$ cat config.mk
export PLATFORM = sky130hd
export DESIGN_NAME = con_port
export DESIGN_NICKNAME = d
export VERILOG_FILES = /design/src/rtl/con_pkg.sv /design/src/rtl/con_decode.sv /design/src/rtl/con_rxbuf.sv /design/src/rtl/con_rdmux.sv /design/src/rtl/con_port.sv
export SDC_FILE = /design/constraint.sdc
export NUM_CORES = 1
export LEC_CHECK = 0
export BUFFER_PORTS_ARGS = -buffer_cell sky130_fd_sc_hd__buf_2
export CORE_MARGIN = 5
export CORE_UTILIZATION = 34
export DETAILED_ROUTE_END_ITERATION = 6
export GPL_ROUTABILITY_DRIVEN = 1
export HOLD_SLACK_MARGIN = 0.05
export PLACE_DENSITY = 0.65
export SYNTH_ARGS = -nofsm -noshare
export SYNTH_HDL_FRONTEND = slang
export SYNTH_SLANG_ARGS = --single-unit
$ cat constraint.sdc
create_clock -name clk -period 2.36 [get_ports clk]
set_input_delay 0 -clock clk [delete_from_list [all_inputs] [get_ports clk]]
set_output_delay 0 -clock clk [all_outputs]
set_load 0.02 [all_outputs]
$ cat src/rtl/con_pkg.sv
package con_pkg;
  localparam int unsigned BYTE_W = 8;
  localparam logic [BYTE_W-1:0] STATUS_PORT = 8'h80;
  localparam logic [BYTE_W-1:0] DATA_PORT   = 8'h81;
  localparam logic [BYTE_W-1:0] IDLE_CODE   = 8'h13;
  localparam int unsigned TX_RDY_BIT  = 1;
  localparam int unsigned PENDING_BIT = 0;

  typedef struct packed {
    logic stat_rd;
    logic stat_wr;
    logic data_rd;
    logic data_wr;
  } con_sel_t;
endpackage

$ cat src/rtl/con_decode.sv
module con_decode
  import con_pkg::*;
#(
  parameter int unsigned ADDR_W = BYTE_W,
  parameter logic [ADDR_W-1:0] STAT_A = ADDR_W'(STATUS_PORT),
  parameter logic [ADDR_W-1:0] DATA_A = ADDR_W'(DATA_PORT)
) (
  input  logic [ADDR_W-1:0] addr,
  input  logic              rd,
  input  logic              wr,
  output con_sel_t          sel
);
  logic hit_stat, hit_data;

  always_comb begin
    hit_stat    = (addr == STAT_A);
    hit_data    = (addr == DATA_A);
    sel.stat_rd = rd && hit_stat;
    sel.stat_wr = wr && hit_stat;
    sel.data_rd = rd && hit_data;
    sel.data_wr = wr && hit_data;
  end
endmodule

$ cat src/rtl/con_rxbuf.sv
module con_rxbuf #(
  parameter int unsigned DATA_W = 8
) (
  input  logic              clk,
  input  logic              rst_n,
  input  logic              key_valid,
  input  logic [DATA_W-1:0] key_data,
  output logic              key_ready,
  input  logic              pop,
  input  logic              ack,
  output logic              full,
  output logic [DATA_W-1:0] held,
  output logic              irq
);
  logic take;

  assign key_ready = !full;
  assign take      = key_valid && key_ready;

  always_ff @(posedge clk) begin
    if (!rst_n) begin
      full <= 1'b0;
      held <= '0;
      irq  <= 1'b0;
    end else if (take) begin
      full <= 1'b1;
      held <= key_data;
      irq  <= 1'b1;
    end else if (pop) begin
      full <= 1'b0;
      irq  <= 1'b0;
    end else if (ack) begin
      irq  <= 1'b0;
    end
  end

  // a request never stands without a pending byte
  p_irq_has_byte_r7: assert property (@(posedge clk) disable iff (!rst_n)
    irq |-> full);

  // a taken beat is held and signalled on the next cycle
  p_take_raises_r6: assert property (@(posedge clk) disable iff (!rst_n)
    (key_valid && key_ready) |=> (irq && full && held == $past(key_data)));

  // a beat offered while full leaves the held byte alone
  p_drop_full_r5: assert property (@(posedge clk) disable iff (!rst_n)
    (full && !pop) |=> (full && $stable(held)));

  // reading the data port empties the register
  p_pop_empties_r3: assert property (@(posedge clk) disable iff (!rst_n)
    (full && pop) |=> !full);
endmodule

$ cat src/rtl/con_rdmux.sv
module con_rdmux
  import con_pkg::*;
#(
  parameter int unsigned DATA_W = BYTE_W,
  parameter logic [DATA_W-1:0] EMPTY_CODE = DATA_W'(IDLE_CODE),
  parameter int unsigned RDY_BIT = TX_RDY_BIT,
  parameter int unsigned PEND_BIT = PENDING_BIT
) (
  input  con_sel_t          sel,
  input  logic              full,
  input  logic [DATA_W-1:0] held,
  output logic [DATA_W-1:0] rdata,
  output logic              oe
);
  logic [DATA_W-1:0] status_word;

  always_comb begin
    status_word           = '0;
    status_word[RDY_BIT]  = 1'b1;
    status_word[PEND_BIT] = full;
  end

  always_comb begin
    oe    = sel.stat_rd || sel.data_rd;
    rdata = '0;
    if (sel.stat_rd)      rdata = status_word;
    else if (sel.data_rd) rdata = full ? held : EMPTY_CODE;
  end
endmodule

$ cat src/rtl/con_port.sv
module con_port
  import con_pkg::*;
#(
  parameter int unsigned DATA_W = BYTE_W,
  parameter int unsigned ADDR_W = BYTE_W,
  parameter logic [ADDR_W-1:0] STAT_A = ADDR_W'(STATUS_PORT),
  parameter logic [ADDR_W-1:0] DATA_A = ADDR_W'(DATA_PORT)
) (
  input  logic              clk,
  input  logic              rst_n,
  input  logic [ADDR_W-1:0] bus_addr,
  input  logic              bus_rd,
  input  logic              bus_wr,
  input  logic [DATA_W-1:0] bus_wdata,
  output logic [DATA_W-1:0] bus_rdata,
  output logic              bus_rdata_oe,
  input  logic              key_valid,
  input  logic [DATA_W-1:0] key_data,
  output logic              key_ready,
  input  logic              irq_ack,
  output logic              irq,
  output logic              tx_valid,
  output logic [DATA_W-1:0] tx_data
);
  con_sel_t          sel;
  logic              full;
  logic [DATA_W-1:0] held;

  con_decode #(.ADDR_W(ADDR_W), .STAT_A(STAT_A), .DATA_A(DATA_A)) u_dec (
    .addr(bus_addr), .rd(bus_rd), .wr(bus_wr), .sel(sel)
  );

  con_rxbuf #(.DATA_W(DATA_W)) u_rx (
    .clk(clk), .rst_n(rst_n),
    .key_valid(key_valid), .key_data(key_data), .key_ready(key_ready),
    .pop(sel.data_rd), .ack(irq_ack),
    .full(full), .held(held), .irq(irq)
  );

  con_rdmux #(.DATA_W(DATA_W)) u_mux (
    .sel(sel), .full(full), .held(held), .rdata(bus_rdata), .oe(bus_rdata_oe)
  );

  always_ff @(posedge clk) begin
    if (!rst_n) begin
      tx_valid <= 1'b0;
      tx_data  <= '0;
    end else begin
      tx_valid <= sel.data_wr;
      if (sel.data_wr) tx_data <= bus_wdata;
    end
  end

  // at most one port selected, and no drive off the map
  p_one_port_r10: assert property (@(posedge clk) disable iff (!rst_n)
    $onehot0({sel.stat_rd, sel.data_rd}));
  p_quiet_unmapped_r10: assert property (@(posedge clk) disable iff (!rst_n)
    (bus_addr != STAT_A && bus_addr != DATA_A) |-> (!bus_rdata_oe && bus_rdata == '0));

  // each transmit beat follows a data-port write and lasts one cycle
  p_tx_from_write_r8: assert property (@(posedge clk) disable iff (!rst_n)
    tx_valid |-> ($past(bus_wr) && $past(bus_addr) == DATA_A && tx_data == $past(bus_wdata)));

  // a status write leaves request and transmit untouched
  p_stat_wr_inert_r9: assert property (@(posedge clk) disable iff (!rst_n)
    (bus_wr && bus_addr == STAT_A && !bus_rd && !key_valid && !irq_ack) |=> (!tx_valid && $stable(irq)));

  // a status read always reports ready to send
  p_ready_bit_r2: assert property (@(posedge clk) disable iff (!rst_n)
    (bus_rd && bus_addr == STAT_A) |-> (bus_rdata[TX_RDY_BIT] && bus_rdata[DATA_W-1:2] == '0));
endmodule

==> impl_metrics.json <==
{
  "seq_area_frac_synth_pct": 46.0,
  "worstPathMaxFanout": 8,
  "layout-drive-gt1-share_pct": 32.7,
  "htree_levels": 1,
  "vdd_drop_max_v": 0.000327,
  "firstDrtPassIters": 4,
  "drv_slew": 0,
  "wl_met1_um": 901,
  "worstSkewPairLatency_ns": 0.29,
  "clock_skew_ns": 0.00160,
  "die_w_um": 59.3,
  "track_usage_pct": 13.6,
  "wl_met2_um": 1170,
  "synthCells": 102,
  "max_freq_mhz": 735,
  "antenna_found_initial": 0,
  "grt-ovfl-total": 0,
  "seqCellArea_um2": 380,
  "initial_utilization_pct": 36.3,
  "p_leak_uw": 0.000680,
  "dr.first_iter.drc_count": 17,
  "die_y_um": 59.3,
  "power_uw": 590,
  "status": "finished, final reports clean",
  "die-area_um2": 3520,
  "synth_ff_type": "dfxtp_1",
  "synth_common_cells": "nand2_1 (34), dfxtp_1 (19), a21oi_1 (9)",
  "crit_type": "flip-flop to output port",
  "period_share_pct": 57.6,
  "dp_hpwl_um": 1700,
  "synth_seq_cells": 19,
  "cts_tree": "done",
  "viasPerCell": 4.63,
  "final_area_um2": 1290,
  "setup_violations": 0,
  "clkTransAtPathRegs_ns": 0.10,
  "vias": 907,
  "hold_path.class": "primary input to flip-flop",
  "ys_types": 19,
  "syn_area_um2": 827,
  "ios": 50,
  "grt_pass1_vias": 911,
  "root_buffer": "clkbuf_4",
  "drc_errors": 0,
  "hold_buffers": 18,
  "powerDensity_nw_per_um2": 458,
  "clockBufferDepth": 2,
  "detail-route-antenna-nets": 0,
  "grt_pass1_wl_um": 3670,
  "syn_to_final_growth_pct": 55.7,
  "finalSetupTns_ns": 0,
  "finalWirelength_um": 2280,
  "port_buffers": 49,
  "num_rows": 17,
  "grt_max_degree": 21,
  "antenna_cells": 0,
  "synth_edf_count": 0,
  "synthTopCellsByArea": "dfxtp_1 (46%), nand2_1 (15%), mux2i_1 (9.7%), a21oi_1 (5.4%), and2_1 (4.5%)",
  "cts_resized": 0,
  "multiInputGateArea_um2": 405,
  "max-cap-violations": 0,
  "hold_viol": 0,
  "rsz0062_at_grt": "no",
  "place.gp.congestion": 0.743,
  "dpl_cell_area_um2": 1080,
  "layout.nets": 199,
  "end_kind": "output port",
  "cts.sinks": 19,
  "highest_layer": "met4",
  "worstPathRequired_ns": 2.36,
  "syn_area_per_cell_um2": 8.11,
  "worst_slew_pin_slew_ns": 0.620,
  "syn_nets": 132,
  "finalCriticalPeriod_ns": 1.36,
  "synth_top_area_cell": "dfxtp_1",
  "relSlewSlack_pct": 58.6,
  "yosysMostFrequentCell": "nand2_1",
  "wire_per_inst_um": 11.6,
  "dr_wl_met3_um": 171,
  "num-fill-cells": 208,
  "core_um2": 2280,
  "critPathArrivalTime_ns": 1.36,
  "synth_top_area_share_pct": 46.0,
  "cp-start-kind": "flip-flop",
  "cts_buffers": 3,
  "synthArstFlopShare_pct": 0,
  "cts_setup_buffers": 0,
  "ys_warn_count": 0
}
==> kinds of logic after synthesis <==
kind of cell | Yosys count | share of synthesized area (%)
flops | 19 | 46.0
simple gates | 55 | 31.5
compound gates | 11 | 7.87
mux | 8 | 9.68
buf+inv | 9 | 4.99
==> sequential cells by signal, indices dropped and copies added (netlist names) <==
register   cells
tx_data        8
tx_valid       1
u_rx.full      1
u_rx.held      8
u_rx.irq       1
==> worst max-delay path: stages, from the launching register on <==
cell and delay (ns):
dfxtp_1 0.46, and4_2 0.31, and2_1 0.14, buf_2 0.16
==> cell usage in the layout, fill, tap and decap left out, drive strengths merged <==
master / n
a21oi: 9
a22o: 1
and2: 6
and4: 1
buf: 49
clkbuf: 4
clkinv: 1
dfxtp: 19
dlygate4sd3: 18
inv: 3
mux2i: 8
nand2: 34
nand2b: 1
nand3: 2
nand4: 1
nor2: 6
nor2b: 1
nor3: 2
nor4b: 1
o221a: 1
==> through the flow <==
stage          worst slack (ns)  cells  util, %  hold slack [ns]
3_3_place_gp               1.03    174     47.5            0.243
4_1_cts                   0.980    196     56.6           0.0749
2_1_floorplan              1.36    102        -            0.136
3_5_place_dp              0.953    174     47.5            0.252
6_report                   1.00    196     56.6           0.0954
5_1_grt                   0.911    196     56.6            0.115
==> layout make-up <==
type | count | share of cell area (%)
clock buffer | 4 | 2.04
tap | 28 | 2.72
timing repair buffer | 67 | 33.0
multi-input combinational | 74 | 31.5
sequential | 19 | 29.5
inverter | 4 | 1.17
==> worst paths after layout <==
path,from,to,slack (ns),cells past startpoint
setup reg to reg,u_rx.full$_SDFFE_PN0P_,u_rx.held[1]$_SDFFE_PN0P_,1.11,3
setup / recovery,u_rx.full$_SDFFE_PN0P_,bus_rdata[3],1.00,3
hold / removal,bus_addr[1],u_rx.irq$_SDFFE_PN0P_,0.1,4
hold reg to reg,u_rx.held[3]$_SDFFE_PN0P_,u_rx.held[3]$_SDFFE_PN0P_,0.46,2
==> where the power goes <==
| part | total [uW] | leakage, uW | internal [uW] | switching (uW) |
|---|---|---|---|---|
| Combinational | 93.0 | 0.000510 | 51.6 | 41.4 |
| Clock | 160 | 0.0000150 | 65.7 | 94.2 |
| Sequential | 337 | 0.000155 | 331 | 6.50 |
==> layer usage <==
| layer | global-route usage (%) | up-vias |
|---|---|---|
| met5 | 0 | - |
| met4 | 3.56 | 0 |
| met3 | 5.01 | 4 |
| met2 | 25.1 | 40 |
| met1 | 14.3 | 398 |
| li1 | - | 465 |
Power figures use the tool's default switching activity.
